--- config.mk ---
export PLATFORM = sky130hd
export DESIGN_NAME = psram_burst_ctrl
export DESIGN_NICKNAME = d
export VERILOG_FILES = /design/src/rtl/psram_burst_pkg.sv /design/src/rtl/psram_burst_ctl.sv /design/src/rtl/psram_burst_dp.sv /design/src/rtl/psram_burst_ctrl.sv
export SDC_FILE = /design/constraint.sdc
export NUM_CORES = 1
export LEC_CHECK = 0
export CAP_MARGIN = 5
export CORE_MARGIN = 4
export CORE_UTILIZATION = 50
export DETAILED_ROUTE_END_ITERATION = 6
export DONT_BUFFER_PORTS = 1
export HOLD_SLACK_MARGIN = 0.08
export SYNTH_ARGS = -nofsm -noshare
export SYNTH_HDL_FRONTEND = slang
export SYNTH_SLANG_ARGS = --single-unit
--- constraint.sdc ---
create_clock -name clk -period 4.8 [get_ports clk]
set_input_delay 0.48 -clock clk [delete_from_list [all_inputs] [get_ports clk]]
set_output_delay 0.48 -clock clk [all_outputs]
set_load 0.02 [all_outputs]
--- src/rtl/psram_burst_pkg.sv ---
package psram_burst_pkg;

  // Configuration key bit positions; the decode depends on them.
  localparam int KEY_PD_LSB   = 19;
  localparam int KEY_LEN_LSB  = 16;
  localparam int KEY_MODE_BIT = 15;
  localparam int KEY_LAT_LSB  = 12;
  localparam int KEY_WRAP_BIT = 11;
  localparam int KEY_WEP_BIT  = 9;
  localparam int LAT_W        = 3;

  typedef enum logic [1:0] {
    ST_IDLE,
    ST_LAT,
    ST_XFER,
    ST_SLEEP
  } seqState_t;

  typedef struct packed {
    logic             valid;
    logic [1:0]       pdSel;
    logic [2:0]       lenCode;
    logic             asyncSel;
    logic [LAT_W-1:0] latCode;
    logic             noWrap;
    logic             wePulse;
  } cfg_t;

  typedef struct packed {
    logic loadAddr;
    logic rdBeat;
    logic wrBeat;
    logic noWrap;
  } dpCtl_t;

endpackage

--- src/rtl/psram_burst_ctl.sv ---
module psram_burst_ctl
  import psram_burst_pkg::*;
#(
  parameter int ADDR_W    = 23,
  parameter int MEM_AW    = 6,
  parameter int MAX_BURST = 32
) (
  input  logic              clk,
  input  logic              rstN,
  input  logic              ce1N,
  input  logic              ce2,
  input  logic              oeN,
  input  logic              weN,
  input  logic              advN,
  input  logic [ADDR_W-1:0] addr,
  output dpCtl_t            dpCtl,
  output logic [MEM_AW-1:0] wrapMask,
  output logic              waitN,
  output logic              waitOe
);

  localparam int BEAT_W = $clog2(MAX_BURST) + 1;
  localparam logic [LAT_W-1:0] LAT_SAT = '1;
  localparam cfg_t CFG_RESET = '{valid: 1'b0, pdSel: 2'b01, lenCode: 3'b111,
                                 asyncSel: 1'b0, latCode: 3'b101,
                                 noWrap: 1'b0, wePulse: 1'b0};

  seqState_t         state;
  cfg_t              cfg;
  cfg_t              keyCfg;
  logic              advQ;
  logic              isWr;
  logic [LAT_W-1:0]  latCnt;
  logic [LAT_W-1:0]  latVal;
  logic [BEAT_W-1:0] beatCnt;
  logic [BEAT_W-1:0] lenVal;
  logic [BEAT_W-1:0] beatNext;
  logic [2:0]        lenLog;
  logic              contBurst;
  logic [31:0]       maskFull;
  logic              active;
  logic              addrLatch;
  logic              keyWrite;
  logic              burstOk;
  logic              goNow;
  logic              beatNow;

  // Decode of the stored configuration
  always_comb begin
    contBurst = 1'b0;
    lenLog    = 3'd3;
    unique case (cfg.lenCode)
      3'b010:  lenLog = 3'd3;
      3'b011:  lenLog = 3'd4;
      3'b100:  lenLog = 3'd5;
      default: contBurst = 1'b1;
    endcase
    unique case (cfg.latCode)
      3'b011:  latVal = LAT_W'(3);
      3'b100:  latVal = LAT_W'(4);
      default: latVal = LAT_W'(5);
    endcase
  end

  assign lenVal   = BEAT_W'(1) << lenLog;
  assign maskFull = (32'd1 << lenLog) - 32'd1;
  assign wrapMask = contBurst ? '1 : maskFull[MEM_AW-1:0];
  assign beatNext = beatCnt + BEAT_W'(1);

  // Key fields taken straight from the address bus
  always_comb begin
    keyCfg          = CFG_RESET;
    keyCfg.valid    = 1'b1;
    keyCfg.pdSel    = addr[KEY_PD_LSB +: 2];
    keyCfg.lenCode  = addr[KEY_LEN_LSB +: 3];
    keyCfg.asyncSel = addr[KEY_MODE_BIT];
    keyCfg.latCode  = addr[KEY_LAT_LSB +: LAT_W];
    keyCfg.noWrap   = addr[KEY_WRAP_BIT];
    keyCfg.wePulse  = addr[KEY_WEP_BIT];
  end

  assign active    = ce2 && (state != ST_SLEEP) && !ce1N;
  assign addrLatch = !advQ && advN;
  assign keyWrite  = !weN && addr[ADDR_W-1];
  assign burstOk   = cfg.valid && !cfg.asyncSel;
  assign goNow     = isWr ? (cfg.wePulse || !weN) : !oeN;
  assign beatNow   = active && !addrLatch && goNow &&
                     (((state == ST_LAT) && (latCnt >= latVal)) || (state == ST_XFER));

  always_ff @(posedge clk or negedge rstN) begin
    if (!rstN) begin
      state   <= ST_IDLE;
      cfg     <= CFG_RESET;
      advQ    <= 1'b1;
      isWr    <= 1'b0;
      latCnt  <= '0;
      beatCnt <= '0;
    end else begin
      advQ <= advN;
      if (!ce2) begin
        if ((state != ST_SLEEP) && (cfg.pdSel == 2'b00)) cfg.valid <= 1'b0;
        state <= ST_SLEEP;
      end else if (state == ST_SLEEP) begin
        state <= ST_IDLE;
      end else if (ce1N) begin
        state <= ST_IDLE;
      end else if (addrLatch) begin
        if (keyWrite) begin
          cfg   <= keyCfg;
          state <= ST_IDLE;
        end else if (burstOk) begin
          state   <= ST_LAT;
          latCnt  <= LAT_W'(1);
          beatCnt <= '0;
          isWr    <= !weN;
        end else begin
          state <= ST_IDLE;
        end
      end else if (beatNow) begin
        beatCnt <= beatNext;
        state   <= (!contBurst && (beatNext == lenVal)) ? ST_IDLE : ST_XFER;
      end else if ((state == ST_LAT) && (latCnt != LAT_SAT)) begin
        latCnt <= latCnt + LAT_W'(1);
      end
    end
  end

  always_comb begin
    dpCtl          = '0;
    dpCtl.loadAddr = active && addrLatch && !keyWrite && burstOk;
    dpCtl.rdBeat   = beatNow && !isWr;
    dpCtl.wrBeat   = beatNow && isWr;
    dpCtl.noWrap   = cfg.noWrap;
  end

  assign waitN  = (state != ST_LAT);
  assign waitOe = !ce1N && ce2;

endmodule

--- src/rtl/psram_burst_dp.sv ---
module psram_burst_dp
  import psram_burst_pkg::*;
#(
  parameter int MEM_AW = 6,
  parameter int DATA_W = 16,
  parameter int LANES  = 2
) (
  input  logic              clk,
  input  logic              rstN,
  input  dpCtl_t            dpCtl,
  input  logic [MEM_AW-1:0] startAddr,
  input  logic [MEM_AW-1:0] wrapMask,
  input  logic [LANES-1:0]  laneN,
  input  logic [DATA_W-1:0] wrData,
  output logic [DATA_W-1:0] rdData,
  output logic              rdValid
);

  localparam int DEPTH  = 1 << MEM_AW;
  localparam int LANE_W = DATA_W / LANES;

  logic [DATA_W-1:0] mem [DEPTH];
  logic [MEM_AW-1:0] ptr;
  logic [MEM_AW-1:0] ptrInc;
  logic [MEM_AW-1:0] nextPtr;
  logic [DATA_W-1:0] curWord;
  logic [DATA_W-1:0] mergedWord;

  assign ptrInc  = ptr + MEM_AW'(1);
  assign nextPtr = dpCtl.noWrap ? ptrInc : ((ptr & ~wrapMask) | (ptrInc & wrapMask));
  assign curWord = mem[ptr];

  for (genvar ln = 0; ln < LANES; ln++) begin : g_lane
    assign mergedWord[ln*LANE_W +: LANE_W] =
      laneN[ln] ? curWord[ln*LANE_W +: LANE_W] : wrData[ln*LANE_W +: LANE_W];
  end

  always_ff @(posedge clk) begin
    if (dpCtl.wrBeat) mem[ptr] <= mergedWord;
  end

  always_ff @(posedge clk or negedge rstN) begin
    if (!rstN) begin
      ptr     <= '0;
      rdData  <= '0;
      rdValid <= 1'b0;
    end else begin
      rdValid <= dpCtl.rdBeat;
      if (dpCtl.loadAddr) begin
        ptr <= startAddr;
      end else if (dpCtl.rdBeat || dpCtl.wrBeat) begin
        ptr <= nextPtr;
      end
      if (dpCtl.rdBeat) rdData <= curWord;
    end
  end

endmodule

--- src/rtl/psram_burst_ctrl.sv ---
module psram_burst_ctrl
  import psram_burst_pkg::*;
#(
  parameter int ADDR_W = 23,
  parameter int MEM_AW = 6,
  parameter int DATA_W = 16
) (
  input  logic              clk,
  input  logic              rstN,
  input  logic              ce1N,
  input  logic              ce2,
  input  logic              oeN,
  input  logic              weN,
  input  logic              lbN,
  input  logic              ubN,
  input  logic              advN,
  input  logic [ADDR_W-1:0] addr,
  input  logic [DATA_W-1:0] wrData,
  output logic [DATA_W-1:0] rdData,
  output logic              rdValid,
  output logic              waitN,
  output logic              waitOe
);

  dpCtl_t            dpCtl;
  logic [MEM_AW-1:0] wrapMask;

  psram_burst_ctl #(.ADDR_W(ADDR_W), .MEM_AW(MEM_AW)) ctl_i (
    .clk(clk), .rstN(rstN), .ce1N(ce1N), .ce2(ce2), .oeN(oeN), .weN(weN),
    .advN(advN), .addr(addr), .dpCtl(dpCtl), .wrapMask(wrapMask),
    .waitN(waitN), .waitOe(waitOe)
  );

  psram_burst_dp #(.MEM_AW(MEM_AW), .DATA_W(DATA_W)) dp_i (
    .clk(clk), .rstN(rstN), .dpCtl(dpCtl), .startAddr(addr[MEM_AW-1:0]),
    .wrapMask(wrapMask), .laneN({ubN, lbN}), .wrData(wrData),
    .rdData(rdData), .rdValid(rdValid)
  );

endmodule

==> results of run 1 <==
-- path summary, 6_finish.rpt --
check	slack (ps)	cells after the start	start	endpoint
max	250	8	flip-flop	dp_i.mem[49][15]$_DFFE_PP_
min in group asynchronous	380	2	rstN	ctl_i.beatCnt[2]$_DFFE_PN0P_
min reg2reg	510	2	ctl_i.beatCnt[5]$_DFFE_PN0P_	ctl_i.beatCnt[5]$_DFFE_PN0P_
max reg2reg	250	8	flip-flop	dp_i.mem[49][15]$_DFFE_PP_
min	150	1	lbN	dp_i.mem[24][3]$_DFFE_PP_
max in group asynchronous	4100	2	rstN	ctl_i.cfg[7]$_DFFE_PN1P_
-- per-layer routing --
| metal | up-vias | GRT usage [%] | part of all wire (%) |
|---|---|---|---|
| met3 | 375 | 8.373 | 13 |
| met2 | 2131 | 49.14 | 44 |
| li1 | 11070 | - | - |
| met5 | - | 0 | 0.031 |
| met4 | 4 | 14.79 | 5.4 |
| met1 | 14230 | 45.04 | 37 |
-- logic make-up after synthesis --
family / Yosys count / synth area share (%)
adder cells (fa/ha/maj): 8 / 0.2357
multiplexers: 124 / 3.147
XOR/XNOR: 8 / 0.1650
buffers and inverters: 227 / 2.625
AO/OA/AOI/OAI: 740 / 13.19
AND/OR/NAND/NOR: 418 / 5.377
flip-flops: 1072 / 75.26
-- state kept, by name, summed over array words and instances, names as in the netlist, named ones only --
signal / count
dp_i.mem: 1024
dp_i.rdData: 16
ctl_i.cfg: 11
ctl_i.beatCnt: 6
ctl_i.latCnt: 3
ctl_i.state: 2
dp_i.ptr: 2
ctl_i.advQ: 1
ctl_i.dpCtl: 1
ctl_i.isWr: 1
dp_i.rdValid: 1
-- cells in the final DEF, fill, tap and decap left out, types with 24 or more instances in the layout --
cell / count
sky130_fd_sc_hd__edfxtp_1: 1024
sky130_fd_sc_hd__buf_4: 211
sky130_fd_sc_hd__a22oi_1: 188
sky130_fd_sc_hd__clkbuf_16: 109
sky130_fd_sc_hd__a221oi_1: 102
sky130_fd_sc_hd__nor2_1: 92
sky130_fd_sc_hd__o22ai_1: 79
sky130_fd_sc_hd__mux2i_1: 66
sky130_fd_sc_hd__a21oi_1: 65
sky130_fd_sc_hd__mux2_2: 56
sky130_fd_sc_hd__nand2_1: 55
sky130_fd_sc_hd__a22o_1: 51
sky130_fd_sc_hd__nand3b_1: 45
sky130_fd_sc_hd__buf_12: 44
sky130_fd_sc_hd__nor2_2: 43
sky130_fd_sc_hd__o21ai_0: 40
sky130_fd_sc_hd__dfrtp_1: 38
sky130_fd_sc_hd__nand3_1: 29
sky130_fd_sc_hd__o221ai_1: 25
sky130_fd_sc_hd__dlygate4sd3_1: 24
-- metrics by stage --
step           util [%]  cell area [um^2]  worst slack [ps]  cells
5_1_grt           58.91             49450             320.0   3995
6_report          58.91             49460             251.7   3997
2_1_floorplan         -             42470             395.9   2597
3_5_place_dp      54.41             45680             447.5   3773
3_3_place_gp      54.41             45680             582.0   3773
4_1_cts           58.90             49450             402.9   3994
-- power groups by stage --
stage                     Sequential (mW)  Combinational [mW]  Clock (mW)
after floorplan                      12.3                5.30           0
after global placement               12.5                10.8           0
after detailed placement             12.5                10.9           0
after CTS                            12.3                11.0        8.48
after global routing                 12.3                11.5        8.89
final                                12.3                11.3        8.42
-- area by class of cell --
class	count	area [um^2]
well taps	1134	1419
diodes	3	7.507
clock buffers	134	2872
repair buffers	280	2733
multi-input cells	1298	9771
clock inverters	62	634.4
fillers	6298	34490
flip-flops and latches	1072	31970
inverters	14	52.55
-- critical path: stages (launching register included) --
cell                        delay, ps
sky130_fd_sc_hd__dfrtp_4          750
sky130_fd_sc_hd__and2_4           460
sky130_fd_sc_hd__buf_4            320
sky130_fd_sc_hd__a221oi_1         450
sky130_fd_sc_hd__a2111oi_0        130
sky130_fd_sc_hd__a2111oi_0       1140
sky130_fd_sc_hd__and4_1           510
sky130_fd_sc_hd__a31oi_4          160
sky130_fd_sc_hd__buf_12           200
==> results.md, run 1 <==
- Status: complete, but fails checks
- Failing checks: max-capacitance violations
- Worst hold-check slack: around 150 ps
- Pins over their slew limit: 0
- Cell with the most instances after synthesis: sky130_fd_sc_hd__edfxtp_1
- TritonCTS buffer count: around 110
- Part of the Yosys area used for sequential elements: roughly 75%
- Fraction of final layout cells sized beyond drive strength 1: 20.45%
- Residual DRC: 0
- Aggregate global-route resource usage: roughly 33%
- Kind of launch point of the worst setup path: flip-flop
- Syn. warnings: 0
- Cts-stage hold buffer count: 25
- Number of global-route vias before repair: roughly 27,000
- Final net count: ~2,800
- Die height: 299.4 um
- Post-CTS setup repair buffer count: 0
- TritonCTS clock tree: yes
- Ranking of synthesized cells by instance count: sky130_fd_sc_hd__edfxtp_1, sky130_fd_sc_hd__a22oi_1, sky130_fd_sc_hd__nor2_1
- Power density cells: between 600 and 700 nW/um^2
- Worst Setup Path Type: flip-flop to flip-flop
- Highest net fanout along the worst path: between 40 and 50
- Final weighted congestion in routability-driven placement: approximately 0.91
- Clock network fraction of total power: 26.3%
- Lkg Pwr: about 16 nW
- Pre-antenna DRT Iters: 6
- Top-Level Pins: 67
- Number of instances in the synthesized netlist: 2,597
- Achievable Freq: ~220 MHz
- Area Overhead vs Synth: 16.47%
- Full die area: 89,660 um^2
- Maximum clock path buffer count: 3
- Relative slew slack: less than 1%
- Unrepaired setup endpoints after global routing: false
- Leftover overflow at the end of global routing: 0
- Worst IR Drop VDD: 0.3391 mV
- Mean instance size in the synthesized netlist: about 16 um^2
- Share of the synthesized area in the top cell type: between 70 and 80%
- Total chip power: 32.04 mW
- Count of buffers inserted at the top-level ports: 0
- Clock transition at the registers of the reported paths: about 60 ps
- Area contributors post-synth: sky130_fd_sc_hd__edfxtp_1, sky130_fd_sc_hd__a22oi_1, sky130_fd_sc_hd__dfrtp_1
- Initial DRC Count: roughly 4,400
- Post-synth ARST share: 4.478%
- Internal Power: 20.16 mW
- Number of enable flip-flop cells after synthesis: between 1,000 and 1,500
- Main synth FF type: sky130_fd_sc_hd__edfxtp_1
- Final period utilization: 94.76%
- Transition time at the pin with the least slew margin: 1451 ps
- Die boundary width: roughly 300 um
- Root Driver: sky130_fd_sc_hd__clkbuf_16
- Initial antenna violation count: 7
- Clock sink count: between 1,000 and 1,500
- Count of endpoints failing hold in the final timing report: 0
- Data required time at the worst endpoint: 5170 ps
- Post-Synthesis Cell Area: roughly 42,000 um^2
- Initial Util: a little over 50%
- Pin count of the biggest net entering global routing: 65
- Clock tree skew after final layout: roughly 21 ps
- Combinational cell fraction of total power: between 30% and 40%
- Hold crit path type: primary input to flip-flop
- Clock latency of the later-clocked register in the worst-skew pair: approximately 670 ps
- Clock H-tree levels: 3
- Seq cells post-synth: 1,072
- Net count of the mapped netlist: between 2,000 and 3,000
- Most area-hungry cell type in the Yosys netlist: sky130_fd_sc_hd__edfxtp_1
- Switching power summed over all nets: 11.88 mW
- Wire length after detailed routing: 148.1 mm
- Detailed Place HPWL: slightly above 90 mm
- Final routed wire length divided by cell count: ~37 um
- Total vias in the final route: between 20,000 and 30,000
- Final antenna-violating net count: 0
- Rows: 106
- Arrival time at the worst endpoint: 4920 ps
- Final critical-path required period: between 4000 and 5000 ps
- Number of gates resized after CTS: 0
- Maxcap violations: 1
- Critical Path Sink Type: flip-flop
- Proportion of power drawn by flip-flops and latches: between 30% and 40%
- Post-route setup TNS: 0 ps
- Core Box Area: between 80,000 and 90,000 um^2
- First-pass GRT wire length: 206.9 mm
- Final setup viols: 0
- Detail-routed via count per cell: a little under 7
- Switching power as a share of total power: ~37%
- Count of different cell masters after synthesis: 84
(Power assumes the default switching activity.)
==> inputs of run 2 (changes only) <==
Clock period 4.8 ns to 5.15 ns, I/O delays scaled along.
==> run 2 against run 1 <==
  * The run now ends clean
  * Count of clock-buffer cells in the layout rose by 5
  * First-iteration DRC count rose by 7.9%
  * Sequential power fell by 7%
  * Clock skew rose by 1.1 ps
  * Clock power fell by 3.4%
  * Register-to-register slack improved by 150 ps
  * Flip-flop and latch count did not move
  * Sequential share of layout area rose by 0.43 points
  * Die area did not move
==> results.md, run 2 (synthesized netlist as in run 1, its figures left out) <==
- Transition time at the pin with the least slew margin: 1291 ps (was 1451 ps)
- Clock tree skew after final layout: 22.59 ps (was 21.45 ps)
- Kind of launch point of the worst setup path: flip-flop (unchanged)
- R2R depth: 10 (was 8)
- Register-to-Register Setup Slack: 400 ps (was 250 ps)
- Clock H-tree levels: 3 (unchanged)
- Data required time at the worst endpoint: 5500 ps (was 5170 ps)
- Number of global-route vias before repair: 26,110 (was 26,600)
- Relative slew slack: 13.57% (was 0.7720%)
- Final net count: 2,801 (was 2,828)
- Initial DRC Count: 4,785 (was 4,433)
- Final critical-path required period: 4751 ps (was 4548 ps)
- Root Driver: sky130_fd_sc_hd__clkbuf_16 (unchanged)
- Design area: 49,130 um^2 (was 49,460 um^2)
- Post-Place Setup Slack: 683.0 ps (was 447.5 ps)
- Aggregate global-route resource usage: 32.22% (was 32.62%)
- Commonest cells after routing, fill and taps aside: sky130_fd_sc_hd__edfxtp_1, sky130_fd_sc_hd__buf_4, sky130_fd_sc_hd__a22oi_1, sky130_fd_sc_hd__clkbuf_16, sky130_fd_sc_hd__a221oi_1 (unchanged)
- Area Overhead vs Synth: 15.69% (was 16.47%)
- Initial antenna violation count: 10 (was 7)
- Residual DRC: 0 (unchanged)
- Highest metal layer with signal wires: met5 (unchanged)
- Pins over their slew limit: 0 (unchanged)
- Final routed wire length divided by cell count: 36.86 um (was 37.05 um)
- Highest net fanout along the worst path: 65 (was 47)
- Crit path setup slack, layout: 399.3 ps (was 251.7 ps)
- TritonCTS clock tree: yes (unchanged)
- Post-CTS setup repair buffer count: 0 (unchanged)
- Number of gates resized after CTS: 0 (unchanged)
- Power density cells: 595.9 nW/um^2 (was 647.8 nW/um^2)
- Arrival time at the worst endpoint: 5100 ps (was 4920 ps)
- Hold Crit Depth: 3 (was 1)
- Full die area: 89,660 um^2 (unchanged)
- Count of buffers inserted at the top-level ports: 0 (unchanged)
- Commonest non-fill, non-tap cell in the layout: sky130_fd_sc_hd__edfxtp_1 (unchanged)
- Initial Util: 50.58% (unchanged)
- Final period utilization: 92.25% (was 94.76%)
- Flip-flop count of the largest register, all copies and words added: 1,024 (unchanged)
- Fraction of final layout cells sized beyond drive strength 1: 19.77% (was 20.45%)
- Post-Route Utilization: 58.52% (was 58.91%)
- Detail-routed via count per cell: 6.990 (was 6.957)
- Achievable Freq: 210.5 MHz (was 219.9 MHz)
- Maximum clock path buffer count: 3 (unchanged)
- Count of endpoints failing hold in the final timing report: 0 (unchanged)
- Clock latency of the later-clocked register in the worst-skew pair: 670 ps (about the same)
- Detailed Place HPWL: 90.73 mm (was 93.25 mm)
- Core Box Area: 83,950 um^2 (unchanged)
- Top-Level Pins: 67 (unchanged)
- Rows: 106 (unchanged)
- Clock transition at the registers of the reported paths: 60 ps (about the same)
- Wire length after detailed routing: 146.6 mm (was 148.1 mm)
- Status: finished clean (was complete, but fails checks)
- Clock sink count: 1,072 (unchanged)
- Most flop-heavy register: dp_i.mem (unchanged)
- Worst IR Drop VDD: 0.5633 mV (was 0.3391 mV)
- Met2 routed wirelength: 65.30 mm (was 65.44 mm)
- Top Registers: dp_i.mem x1024, dp_i.rdData x16, ctl_i.cfg x11 (unchanged)
- TritonCTS buffer count: 108 (was 106)
- Total vias in the final route: 27,790 (was 27,810)
- Pin count of the biggest net entering global routing: 66 (was 65)
- Unrepaired setup endpoints after global routing: false (unchanged)
- Met1 layer wirelength in the final routing: 54.05 mm (was 54.73 mm)
- Maxcap violations: 0 (was 1)
- Die boundary width: 299.4 um (unchanged)
- Pre-antenna DRT Iters: 5 (was 6)
- Final setup viols: 0 (unchanged)
- Count of fill cells added during filler insertion: 6,336 (was 6,298)
- Critical Path Sink Type: flip-flop (unchanged)
- Lkg Pwr: 15.82 nW (was 15.97 nW)
- First-pass GRT wire length: 204.0 mm (was 206.9 mm)
- Final weighted congestion in routability-driven placement: 0.9539 (was 0.9123)
- Total chip power: 29.27 mW (was 32.04 mW)
- Hold crit path type: primary input to flip-flop (unchanged)
- Post-route setup TNS: 0 ps (unchanged)
- Met3 routed WL: 19.30 mm (was 19.81 mm)
- Cts-stage hold buffer count: 23 (was 25)
- Final antenna-violating net count: 0 (unchanged)
- Die height: 299.4 um (unchanged)
- Area of placed instances: 45,190 um^2 (was 45,680 um^2)
- Leftover overflow at the end of global routing: 0 (unchanged)
- Worst Setup Path Type: flip-flop to flip-flop (unchanged)
==> run 2: final timing paths <==
check | end | from
setup reg to reg | dp_i.mem[11][2]$_DFFE_PP_ | flip-flop
hold reg to reg | ctl_i.beatCnt[5]$_DFFE_PN0P_ | ctl_i.beatCnt[5]$_DFFE_PN0P_
min in group asynchronous | dp_i.rdData[5]$_DFFE_PN0P_ | rstN
max in group asynchronous | ctl_i.cfg[6]$_DFFE_PN1P_ | rstN
setup / recovery | dp_i.mem[11][2]$_DFFE_PP_ | flip-flop
hold / removal | ctl_i.state[1]$_DFFE_PN0P_ | ce1N
==> run 2: critical path, cell delays in order (launching register included) <==
cell and delay (ps):
sky130_fd_sc_hd__dfrtp_4 750, sky130_fd_sc_hd__buf_12 400, sky130_fd_sc_hd__or2_2 300, sky130_fd_sc_hd__buf_4 250, sky130_fd_sc_hd__o22ai_1 90, sky130_fd_sc_hd__a211oi_1 610
sky130_fd_sc_hd__o221ai_1 370, sky130_fd_sc_hd__nor4_1 950, sky130_fd_sc_hd__buf_4 270, sky130_fd_sc_hd__a21oi_4 60, sky130_fd_sc_hd__buf_12 210
==> run 2: report_power, final <==
| part | leakage [nW] | total, mW | switching (mW) | internal (mW) |
|---|---|---|---|---|
| Sequential | 9.72 | 11.4 | 0.394 | 11.0 |
| Combinational | 4.29 | 9.76 | 6.98 | 2.78 |
| Clock | 1.80 | 8.13 | 3.26 | 4.87 |
==> run 2: layout make-up <==
type | count | area, um^2 | area share (%)
sequential | 1072 | 31970 | 65.08
multi-input combinational | 1298 | 9773 | 19.89
clock buffer | 139 | 2985 | 6.077
timing repair buffer | 251 | 2222 | 4.523
tap | 1134 | 1419 | 2.888
clock inverter | 63 | 693.2 | 1.411
inverter | 14 | 52.55 | 0.1070
antenna | 5 | 12.51 | 0.02547
==> run 2: stage by stage <==
step | hold slack (ps) | instances
CTS | 119.6 | 3971
finish | 154.5 | 3976
floorplan | 219.4 | 2597
global placement | 221.0 | 3746
global route | 188.8 | 3972
detailed placement | 221.1 | 3746
==> run 2: layer usage <==
| layer | vias to the layer above | track usage, % |
|---|---|---|
| met5 | - | 0 |
| met4 | 8 | 14.63 |
| met3 | 384 | 7.771 |
| met2 | 2181 | 48.55 |
| met1 | 14190 | 44.82 |
| li1 | 11030 | - |
